`src/rtl/vt_pkg.sv`:
```
package vt_pkg;
    localparam int unsigned NUM_VEC = 9;
    localparam int unsigned STIM_W  = 8;
    localparam int unsigned RESP_W  = 3;
    localparam int unsigned IDX_W   = $clog2(NUM_VEC + 1);

    typedef logic [STIM_W-1:0] stim_t;
    typedef logic [RESP_W-1:0] resp_t;
    typedef logic [IDX_W-1:0]  idx_t;

    typedef struct packed {
        logic  busy;
        logic  done;
        logic  pass;
        logic  fail;
        idx_t  idx;
        idx_t  fidx;
        stim_t stim;
    } seq_t;
endpackage

```
`src/rtl/vt_suite_rom.sv`:
```
module vt_suite_rom
    import vt_pkg::*;
(
    input  idx_t  vec_idx,
    input  idx_t  sig_idx,
    output stim_t vec,
    output resp_t sig
);
    // stimulus: {a0..a3, b0..b3}, a0/b0 most significant
    always_comb begin
        case (vec_idx)
            idx_t'(0): vec = 8'h00;
            idx_t'(1): vec = 8'hFF;
            idx_t'(2): vec = 8'h7F;
            idx_t'(3): vec = 8'hD5;
            idx_t'(4): vec = 8'hCB;
            idx_t'(5): vec = 8'hEC;
            idx_t'(6): vec = 8'hDE;
            idx_t'(7): vec = 8'h3E;
            idx_t'(8): vec = 8'hBA;
            default:   vec = 8'h00;
        endcase
    end

    // signature: {gt, eq, lt}
    always_comb begin
        case (sig_idx)
            idx_t'(0): sig = 3'b010;
            idx_t'(1): sig = 3'b010;
            idx_t'(2): sig = 3'b001;
            idx_t'(3): sig = 3'b100;
            idx_t'(4): sig = 3'b100;
            idx_t'(5): sig = 3'b100;
            idx_t'(6): sig = 3'b001;
            idx_t'(7): sig = 3'b001;
            idx_t'(8): sig = 3'b100;
            default:   sig = 3'b000;
        endcase
    end
endmodule

```
`src/rtl/vt_settle_timer.sv`:
```
module vt_settle_timer #(
    parameter int unsigned CNT_W    = 2,
    parameter int unsigned LOAD_VAL = 2
) (
    input  logic clk,
    input  logic rst_n,
    input  logic load,
    output logic expired
);
    logic [CNT_W-1:0] cnt_d, cnt_q;

    always_comb begin
        cnt_d = cnt_q;
        if (load)
            cnt_d = CNT_W'(LOAD_VAL);
        else if (cnt_q != '0)
            cnt_d = cnt_q - 1'b1;
    end

    always_ff @(posedge clk or negedge rst_n) begin
        if (!rst_n) cnt_q <= '0;
        else        cnt_q <= cnt_d;
    end

    assign expired = (cnt_q == '0);
endmodule

```
`src/rtl/vt_resp_cmp.sv`:
```
module vt_resp_cmp
    import vt_pkg::*;
(
    input  resp_t resp,
    input  resp_t sig,
    output logic  match
);
    assign match = (resp == sig);
endmodule

```
`src/rtl/cmp_vector_tester.sv`:
```
module cmp_vector_tester #(
    parameter int unsigned SETTLE_CYCLES = 2
) (
    input  logic                   clk,
    input  logic                   rst_n,
    input  logic                   start,
    output logic [7:0]             stim_o,
    input  logic [2:0]             resp_i,
    output logic                   busy,
    output logic                   done,
    output logic                   pass,
    output logic                   fail,
    output logic [vt_pkg::IDX_W-1:0] fail_idx
);
    import vt_pkg::*;

    localparam int unsigned CNT_W = (SETTLE_CYCLES < 1) ? 1 : $clog2(SETTLE_CYCLES + 1);
    localparam idx_t LAST_IDX = idx_t'(NUM_VEC - 1);

    seq_t  st_d, st_q;
    idx_t  rom_addr;
    stim_t rom_vec;
    resp_t rom_sig;
    logic  settle_load;
    logic  settled;
    logic  resp_ok;

    assign rom_addr = st_q.busy ? idx_t'(st_q.idx + 1'b1) : '0;

    vt_suite_rom u_rom (
        .vec_idx (rom_addr),
        .sig_idx (st_q.idx),
        .vec     (rom_vec),
        .sig     (rom_sig)
    );

    vt_settle_timer #(
        .CNT_W    (CNT_W),
        .LOAD_VAL (SETTLE_CYCLES)
    ) u_timer (
        .clk     (clk),
        .rst_n   (rst_n),
        .load    (settle_load),
        .expired (settled)
    );

    vt_resp_cmp u_cmp (
        .resp  (resp_i),
        .sig   (rom_sig),
        .match (resp_ok)
    );

    always_comb begin
        st_d        = st_q;
        settle_load = 1'b0;
        if (!st_q.busy) begin
            if (start) begin
                st_d.busy   = 1'b1;
                st_d.done   = 1'b0;
                st_d.pass   = 1'b0;
                st_d.fail   = 1'b0;
                st_d.fidx   = '0;
                st_d.idx    = '0;
                st_d.stim   = rom_vec;
                settle_load = 1'b1;
            end
        end else if (settled) begin
            if (!resp_ok) begin
                st_d.busy = 1'b0;
                st_d.done = 1'b1;
                st_d.fail = 1'b1;
                st_d.fidx = idx_t'(st_q.idx + 1'b1);
            end else if (st_q.idx == LAST_IDX) begin
                st_d.busy = 1'b0;
                st_d.done = 1'b1;
                st_d.pass = 1'b1;
            end else begin
                st_d.idx    = idx_t'(st_q.idx + 1'b1);
                st_d.stim   = rom_vec;
                settle_load = 1'b1;
            end
        end
    end

    always_ff @(posedge clk or negedge rst_n) begin
        if (!rst_n) st_q <= '0;
        else        st_q <= st_d;
    end

    assign stim_o   = st_q.stim;
    assign busy     = st_q.busy;
    assign done     = st_q.done;
    assign pass     = st_q.pass;
    assign fail     = st_q.fail;
    assign fail_idx = st_q.fidx;
endmodule

```
`config.mk`:
```
export PLATFORM = sky130hd
export DESIGN_NAME = cmp_vector_tester
export DESIGN_NICKNAME = d
export VERILOG_FILES = /design/src/rtl/vt_pkg.sv /design/src/rtl/vt_suite_rom.sv /design/src/rtl/vt_settle_timer.sv /design/src/rtl/vt_resp_cmp.sv /design/src/rtl/cmp_vector_tester.sv
export SDC_FILE = /design/constraint.sdc
export NUM_CORES = 1
export LEC_CHECK = 0
export ABC_AREA = 1
export BUFFER_PORTS_ARGS = -buffer_cell sky130_fd_sc_hd__buf_2
export CAP_MARGIN = 20
export CELL_PAD_IN_SITES_DETAIL_PLACEMENT = 1
export CELL_PAD_IN_SITES_GLOBAL_PLACEMENT = 2
export CORE_UTILIZATION = 34
export DETAILED_ROUTE_END_ITERATION = 10
export PLACE_DENSITY_LB_ADDON = 0.1
export SLEW_MARGIN = 20
export SYNTH_ARGS = -nofsm -noshare
export SYNTH_HDL_FRONTEND = slang
export SYNTH_SLANG_ARGS = --single-unit
```
`constraint.sdc`:
```
create_clock -name clk -period 2.8 [get_ports clk]
set_clock_uncertainty 0.15 [all_clocks]
set_input_delay 0.28 -clock clk [delete_from_list [all_inputs] [get_ports clk]]
set_output_delay 0.28 -clock clk [all_outputs]
set_load 0.01 [all_outputs]
```
# Yosys cells after proc, flatten, opt, wreduce, memory -nomap -nowiden
# Memories as Yosys holds them, arrays and structs flattened.
# Cells that the tools add are included.
dict set report totals {
  elab_cells 48
  latchBits 0
  ramBits 0
  rom_bits 176
  mem_count 2
  output_inout_bits 16
  regBits 22
  input_bits 6
}
# name depth width read_ports rd_clocked_by_memory_dff wr line_no
set mem_list {}
lappend mem_list {{(name not given)} 16 8 1 0 0 vt_suite_rom.sv:11} ;# case (vec_idx)
lappend mem_list {{(name not given)} 16 3 1 0 0 vt_suite_rom.sv:27} ;# case (sig_idx)
dict set report op_classes {
  n_mux 20
  eq_ne 8
  shift 0
  add_sub_neg 2
  magnitude_cmp 0
  div_mod_pow 0
  n_bitwise 0
  n_mul 0
  n_reduce_logical 8
}
# op n
set op_table {}
lappend op_table {{two-way mux 20 bit} 3}
lappend op_table {{two-way mux 4 bit} 4}
lappend op_table {{two-way mux 8 bit} 2}
lappend op_table {{AND reduction 4 bit} 2}
lappend op_table {{two-way mux 1 bit} 7}
lappend op_table {{two-way mux 2 bit} 3}
lappend op_table {{!= test 2 x 1 -> 1 bit (second input constant)} 3}
lappend op_table {{AND reduction 3 bit} 2}
lappend op_table {{nonzero test 2 bit} 3}
lappend op_table {{adder 4 x 1 -> 4 bit (second input constant)} 1}
lappend op_table {{equality test 4 bit (second input constant)} 1}
lappend op_table {{!= test 2 bit (second input constant)} 2}
lappend op_table {{equality test 3 bit} 1}
lappend op_table {{two-way mux 3 bit} 1}
lappend op_table {{!= test 3 x 2 -> 1 bit (second input constant)} 1}
lappend op_table {{logical NOT 2 bit} 1}
lappend op_table {{subtractor 2 x 1 -> 2 bit (second input constant)} 1}

# Logic depth before layout (Yosys ltp)
# Gate-level depths: netlist of run 1.
# An unclocked memory read counts as a cell.
dict set report depth {
  ltp_word 7
  ltp_mapped 14
  mapped_depth_nobuf 13
}

# By module
# A second synthesis of run 1 with hierarchy kept.
dict set report hier_totals {
  hier_cells 198
  area_unflattened_um2 1425.1
}
# mod n_inst area_per_inst_um2 cells_per_inst seq_area_each_um2
set by_module_without_submodules {}
lappend by_module_without_submodules {cmp_vector_tester 1 1014.7 123 500.5}
lappend by_module_without_submodules {vt_suite_rom 1 246.5 48 0.0}
lappend by_module_without_submodules {vt_settle_timer 1 107.6 14 50.0}
lappend by_module_without_submodules {vt_resp_cmp 1 56.3 13 0.0}

# Worst setup path before layout of run 1
# Ideal clock, no wire load.
dict set report synth_timing {
  kind {flip-flop to flip-flop}
  start {reg st_q[13] in the netlist's numbering}
  end {reg st_q, in the netlist stim_o[1]}
  t_arrival_ns 1.553
  path_buffers 0
  synth_period_minus_slack_ns 1.820
  slack_ns 0.980
  stages_incl_launch_ff 13
  setup_ns 0.116
  required_time_ns 2.534
  path_cell_list {dfrtp_1 -> inv_1 -> ha_1 -> nand2_1 -> ha_1 -> inv_1 -> nand2_1 -> inv_1 -> nand2_1 -> inv_1 -> nor2_1 -> nand3_1 -> nand2_1}
}
dict set report synth_via {
  elab_chain_len 7
  elab_cells_between_ends 14
  cone_classes {add/sub: 1; eq/ne: 4; mux: 6; reduce/logical: 1; memory: 2}
}
# element line_no
set synth_rtl {}
lappend synth_rtl {{start, declared} cmp_vector_tester.sv:20} ;# seq_t st_d, st_q;
lappend synth_rtl {{start signal, assigned} cmp_vector_tester.sv:87} ;# else st_q <= st_d;
lappend synth_rtl {{adder 4 x 1 -> 4 bit} cmp_vector_tester.sv:28} ;# assign rom_addr = st_q.busy ? idx_t'(st_q.idx + 1'b1) : '0;
lappend synth_rtl {{two-way mux 4 bit} cmp_vector_tester.sv:28}
lappend synth_rtl {{memory (16 x 8 bit)} --}
lappend synth_rtl {{two-way mux 8 bit} cmp_vector_tester.sv:73} ;# end else if (st_q.idx == LAST_IDX) begin
lappend synth_rtl {{two-way mux 8 bit} cmp_vector_tester.sv:68} ;# if (!resp_ok) begin
lappend synth_rtl {{two-way mux 20 bit} cmp_vector_tester.sv:67} ;# end else if (settled) begin
lappend synth_rtl {{two-way mux 20 bit} cmp_vector_tester.sv:56} ;# if (!st_q.busy) begin
# Several ways; a longest one is shown, not always the timed one. The select of a mux whose other input is x is not followed.
# A chain may end at the register's enable or synchronous reset.

# Worst setup path after layout of run 1
dict set report layout_timing {
  start {reg u_timer.cnt_q[0]}
  end {reg st_q, in the netlist stim_o[0]}
}
dict set report layout_via {
  elab_chain_len 3
}
# element line_no
set layout_rtl {}
lappend layout_rtl {{start, declared} vt_settle_timer.sv:10} ;# logic [CNT_W-1:0] cnt_d, cnt_q;
lappend layout_rtl {{start signal, assigned} vt_settle_timer.sv:22} ;# else cnt_q <= cnt_d;
lappend layout_rtl {{logical NOT 2 bit} vt_settle_timer.sv:25} ;# assign expired = (cnt_q == '0);
lappend layout_rtl {{!= test 2 x 1 -> 1 bit (no line)} --}
lappend layout_rtl {{AND reduction 4 bit (no line)} --}
# Every way passes these cells.

==> results of run 1 <==
-- routing by layer --
layer / vias to the layer above / GRT usage (%)
met4: 0 / 4.79
met5: - / 0
li1: 612 / -
met3: 4 / 2.57
met1: 581 / 25.3
met2: 14 / 29.5
-- cell type report --
| class | count | share of cell area [%] |
|---|---|---|
| Inverter | 22 | 5.41 |
| Sequential cell | 22 | 36.1 |
| Timing Repair Buffer | 22 | 7.55 |
| Tap cell | 50 | 4.10 |
| Multi-Input combinational cell | 133 | 44.1 |
| Clock buffer | 3 | 2.71 |
-- state kept, by name (all words and copies together) (netlist names) --
register	flops
busy	1
done	1
fail	1
fail_idx	4
pass	1
st_q	4
stim_o	8
u_timer.cnt_q	2
-- logic make-up (layout without fill, tap and decap cells) --
family	Yosys count	count (layout)	synth area share, %
xor gates and xnor gates	1	1	0.612
AOI/OAI and AO/OA	9	9	3.50
buffers and inverters	38	47	14.5
and+or+nand+nor	115	115	35.9
DFF	22	22	38.5
adders and majority gates	8	8	6.99
-- worst max-delay path: cells and delay by family, from the launching register on --
family / cells / cell delay, ns
AO/OA/AOI/OAI: 1 / 0.27
adder cells (fa/ha/maj): 1 / 0.21
buffers and inverters: 3 / 0.54
flip-flops: 1 / 0.40
AND/OR/NAND/NOR: 5 / 0.62
-- power by group --
part / switching (mW) / internal, mW
combinational: 0.522 / 0.272
clock: 0.110 / 0.0962
sequential: 0.0816 / 0.429
-- repair_timing --
action                                 4_1_cts  5_1_grt
hold buffers                                 1        0
endpoints found under the hold margin       22        0
gates resized for setup                      0        0
-- placed cells by master, fill, tap and decap left out, types with 3 or more instances in the layout --
cell type	instances
o21ai_0	6
buf_2	21
nor2_1	12
nand2_2	4
clkbuf_8	3
nand4_1	3
ha_1	8
dfrtp_1	22
nand2_1	64
inv_1	20
nand3_1	23
-- how the worst min path moves through the flow --
stage / cells after the start / end
4_1_cts: 2 / busy$_DFF_PN0_
3_3_place_gp: 1 / fail$_DFFE_PN0P_
3_5_place_dp: 1 / fail$_DFFE_PN0P_
6_report: 2 / busy$_DFF_PN0_
5_1_grt: 2 / busy$_DFF_PN0_
2_1_floorplan: 0 / busy$_DFF_PN0_
-- stage by stage --
stage / worst slack (ns) / hold slack (ns)
final: 0.550 / 0.105
after global routing: 0.272 / 0.114
after CTS: 0.538 / 0.115
after detailed placement: 0.563 / 0.143
after global placement: 0.607 / 0.127
after floorplan: 0.980 / -0.166
==> results.toml, run 1 <==
[setup_path]
crit_slowest_cell = "dfrtp_1"
end_kind = "register"
crit-reg2reg-launch = "u_timer.cnt_q[0]$_DFFE_PN0P_"
cp_max_fo = 13
endpoint = "stim_o[0]$_DFFE_PN0P_"
cp_common_cell = "inv_1"
critical_path_class = "reg -> reg"
cpPeakStageDelay_ns = 0.40
reg2regPathDepth = 10
cp-startpoint = "u_timer.cnt_q[0]$_DFFE_PN0P_"
path_cells = "inv_1 > ha_1 > nand2_1 > inv_1 > nor2_1 > inv_1 > o21ai_0 > nor3_1 > nand3_1 > nand2_1"
r2r-end = "stim_o[0]$_DFFE_PN0P_"
start_kind = "register"
crit_arrival_ns = 2.31
r2r_slack_ns = 0.55
crit_required_ns = 2.86

[yosys]
synth_top_cells_by_count = "nand2_1, nand3_1, dfrtp_1"
synth_fp_nets = 207
ys_top_cells_by_area = "dfrtp_1, nand2_1, nand3_1"
async_flop_share_pct = 100
yosysSeqAreaShare_pct = 38.5
syn_area_per_cell_sq_um = 7.42
yosysUniqueCellTypes = 24
synth.most_common_cell = "nand2_1"
synth_edf_count = 0
yosys.area.top_type = "dfrtp_1"
ys_ff_latch = 22
syn_area_sq_um = 1430
synth_cells = 193
synthFlopType = "dfrtp_1"
ys_warn_count = 0
yosysTopAreaCellShare_pct = 38.5

[detailed_routing]
routed_wl_mm = 3.51
first_iter_violations = 30
routed.top_layer = "met4"
wl_met1_mm = 1.81
drt_drc_violations_left = 0
vias = 1211
wl_met2_mm = 1.61
wl_per_cell_um = 13.9
drtPass1Iterations = 4
ant_nets = 0
wl_met3_um = 49
viasPerCell = 4.81

[floorplanning]
pin_count = 22
fp.dieH_um = 66.9
die_area_sq_um = 4470
core-area_sq_um = 4030
rows = 23
initial_utilization_pct = 35.5
chipWidth_um = 66.9

[cts]
cts_setup_buffers = 0
clockBufferDepth = 2
clock_latency_ns = 0.26
cts-htree-levels = 1
cts_tree = "done"
clk_pin_slew_ns = 0.09
cts_sinks = 22
cts_buffers = 3
clock-root-buffer = "clkbuf_8"

[grt]
grt.total_usage_pct = 18.3
grt_pass1_wl_mm = 6.19
gr-total-overflow = 0
grt_max_degree = 23
antenna_found_initial = 0
first_global_vias = 1299

[place]
gp_congestion = 0.798
dpl.cell_count = 248
place_hpwl_mm = 2.72
numPortBuffers = 21
place_area_sq_um = 1470

[sta]
finalCritPeriodShare_pct = 80.4
rsz0062_at_grt = "false"
finalSetupViolCount = 0
relSlewSlack_pct = 65.0
worst_pin_slew_ns = 0.526
finalHoldViolCount = 0
tns_ns = 0
fin_crit_ns = 2.25
fmax_ghz = 0.444
slew_viol_final = 0

[pwr]
ir_drop_v = 0.000258
power_density_nw_per_um2 = 991
power_mw = 1.51
p_leak_nw = 0.878

[cells_and_area]
num-nets-final = 218
final_util_pct = 37.9
drive_gt1_share_pct = 16.3
fin_cells = 252
multiInputGateArea_sq_um = 673
final_area_sq_um = 1530
areaGrowthSynthToFinish_pct = 6.56
regArea_sq_um = 551
n_antenna_cell = 0
fill_cells = 539

[outcome]
status = "finished, final reports clean"

[min_path]
hp-start = "start"
hold_class = "in -> reg"

[flow_run]
maxCapViolCount = 0
(Power assumes the default switching activity.)
==> run 2, diff against run 1 <==
- ABC_AREA: 1 -> 0
- CORE_UTILIZATION: 34 -> 36
- clock period: 2.8 -> 2.1 ns (I/O delays scaled with it)
==> run 2 against run 1 <==
The run now ends with setup timing left. Die area shrank 2.3%. Sequential power grew 41%. Hold slack lost 0.017 ns. Core utilization grew 15 points. Clock-buffer cell count grew 1. Register-to-register slack lost 0.65 ns. Routed wire length shrank 0.80%. Combinational power grew 130%. Non-clock buffer count grew 37. Global-route usage shrank 0.58 points. Cell area grew 31%. Maximum frequency grew 2.2%. Largest power group unchanged.
==> results.toml, run 2 <==
[outcome]
status = "finished, violations left"
violations = "setup timing"

[sta]
worst_pin_slew_ns = 0.512
relSlewSlack_pct = 65.8
fmax_ghz = 0.454
slew_viol_final = 0
rsz0062_at_grt = "true"
timing.final.ws_setup_ns = -0.101
finalSetupViolCount = 13
finalCritPeriodShare_pct = 105
finalHoldViolCount = 0
tns_ns = -1.01
fin_crit_ns = 2.20

[pwr]
internal_power_mw = 1.74
pwr-share-clk_pct = 11.4
power_density_nw_per_um2 = 1420
p_seq_share_pct = 25.3
power_mw = 2.85
pwr-share-comb_pct = 63.2
p_leak_nw = 0.977
ir_drop_v = 0.000657
switching_share_pct = 39.0
p_switching_mw = 1.11

[setup_path]
end_kind = "register"
r2r_slack_ns = -0.10
r2r-end = "st_q[15]$_DFFE_PN0P_"
start_kind = "register"
cp_max_fo = 8
cp_common_cell = "a31oi_4"
crit_required_ns = 2.15
crit-reg2reg-launch = "st_q[13]$_DFFE_PN0P_"
cpPeakStageDelay_ns = 0.47
crit_arrival_ns = 2.25
reg2regPathDepth = 7
critical_path_class = "reg -> reg"
path_cells = "ha_4 > or2_4 > a31oi_4 > o311ai_4 > a31oi_4 > buf_6 > mux2i_1"
crit_slowest_cell = "dfrtp_2"

[detailed_routing]
drt_drc_violations_left = 0
ant_nets = 0
routed_wl_mm = 3.48
wl_per_cell_um = 14.7
viasPerCell = 5.05
vias = 1198
drtPass1Iterations = 4
first_iter_violations = 39

[yosys]
synth.most_common_cell = "dfrtp_1"
yosysTopAreaCellShare_pct = 37.2
syn_area_sq_um = 1480
synth_cells = 143
ys_top_cells_by_area = "dfrtp_1, ha_1, buf_4"
synthFlopType = "dfrtp_1"
syn_area_per_cell_sq_um = 10.4
yosysUniqueCellTypes = 43
synth_top_cells_by_count = "dfrtp_1, inv_1, buf_4"
yosys.area.top_type = "dfrtp_1"
async_flop_share_pct = 100
synth_fp_nets = 157
yosysSeqAreaShare_pct = 37.2
ys_warn_count = 0
ys_ff_latch = 22
synth_edf_count = 0

[cts]
cts-htree-levels = 1
clockBufferDepth = 2
clk_pin_slew_ns = 0.09
cts_tree = "done"
clock_latency_ns = 0.27
clock-root-buffer = "clkbuf_8"
cts_sinks = 22
cts_buffers = 3

[floorplanning]
die_area_sq_um = 4370
pin_count = 22
core-area_sq_um = 3800
fp.dieH_um = 66.1
initial_utilization_pct = 39.0
rows = 22
chipWidth_um = 66.1

[grt]
grt.total_usage_pct = 17.7
grt_pass1_wl_mm = 5.87
grt_max_degree = 23
gr-total-overflow = 0
antenna_found_initial = 0
first_global_vias = 1192

[min_path]
min_delay_path_depth = 3
hp-start = "start"
holdPathEnd = "busy$_DFF_PN0_"
hold_class = "in -> reg"

[cells_and_area]
largest_reg_flops = 8
n_antenna_cell = 0
final_area_sq_um = 2000
final_common_cell = "buf_4"
mostFrequentLayoutCells = "buf_4, buf_2, dfrtp_1"
drive_gt1_share_pct = 48.1
areaGrowthSynthToFinish_pct = 35.2
num-nets-final = 204
fill_cells = 415
regArea_sq_um = 553
multiInputGateArea_sq_um = 876

[place]
place_area_sq_um = 1790
numPortBuffers = 21
gp_congestion = 0.844
place_hpwl_mm = 2.68

[flow_run]
maxCapViolCount = 0
[run 2: cell types whose count changed after synthesis, moves of 6 or more]
cell,change
mux2i_1,+9
nor2_1,-6
nand3_1,-20
nand2_1,-54
[run 2: layout make-up]
class | count | share of cell area [%]
inverters | 16 | 3.00
clock buffers | 4 | 2.75
repair buffers | 59 | 19.8
flip-flops and latches | 22 | 27.6
well taps | 48 | 3.00
multi-input cells | 88 | 43.8
[run 2: how the worst max path moves through the flow]
stage | start | endpoint | slack (ns) | cells past startpoint
final | st_q[13]$_DFFE_PN0P_ | st_q[15]$_DFFE_PN0P_ | -0.10 | 7
after global routing | st_q[12]$_DFFE_PN0P_ | st_q[15]$_DFFE_PN0P_ | -0.20 | 8
after CTS | st_q[12]$_DFFE_PN0P_ | st_q[15]$_DFFE_PN0P_ | -0.12 | 8
after detailed placement | st_q[13]$_DFFE_PN0P_ | fail_idx[0]$_DFFE_PN0P_ | -0.15 | 7
after global placement | st_q[13]$_DFFE_PN0P_ | st_q[15]$_DFFE_PN0P_ | -0.12 | 7
after floorplan | st_q[12]$_DFFE_PN0P_ | stim_o[2]$_DFFE_PN0P_ | -0.07 | 8
[run 2: power by group through the flow]
stage | Clock, mW | Combinational (mW) | Sequential, mW
3_3_place_gp | 0 | 1.62 | 0.716
4_1_cts | 0.325 | 1.75 | 0.722
6_report | 0.326 | 1.80 | 0.720
5_1_grt | 0.342 | 1.99 | 0.749
3_5_place_dp | 0 | 1.65 | 0.729
2_1_floorplan | 0 | 1.15 | 0.715
[run 2: cells by family after synthesis]
kind of cell    synth area share [%]
compound gates                  15.3
xor+xnor                        4.57
fa+ha+maj                       6.76
buf+inv                         12.7
flops                           37.2
mux                             10.7
simple gates                    12.8
[run 2: timing repair]
action	in CTS	in global routing
resized for setup	10	10
hold endpoints to repair	22	0
buffers inserted	1	5
setup endpoints to repair	20	19
pin swaps	6	6
hold buffers	1	0
cloned	0	0
[run 2: metrics by stage]
step           std cells  util [%]  hold slack, ns  setup WS (ns)
2_1_floorplan        143         -          -0.236        -0.0671
4_1_cts              232      50.6          0.0862         -0.120
3_3_place_gp         226      47.2          0.0478         -0.116
5_1_grt              237      52.7          0.0867         -0.203
3_5_place_dp         226      47.2          0.0622         -0.152
6_report             237      52.7          0.0879         -0.101
[run 2: layer usage]
| metal | wire, um | track usage (%) | vias up |
|---|---|---|---|
| li1 | - | - | 581 |
| met1 | 1770 | 26.4 | 595 |
| met2 | 1620 | 27.2 | 19 |
| met3 | 80 | 2.07 | 3 |
| met4 | 21 | 3.99 | 0 |
| met5 | 0 | 0 | - |
[run 2: critical path: cells and delay by family (launching register included)]
family	cells	cell delay, ns
compound gates	3	0.70
flops	1	0.47
simple gates	1	0.23
fa+ha+maj	1	0.19
buf+inv	1	0.19
mux	1	0.18
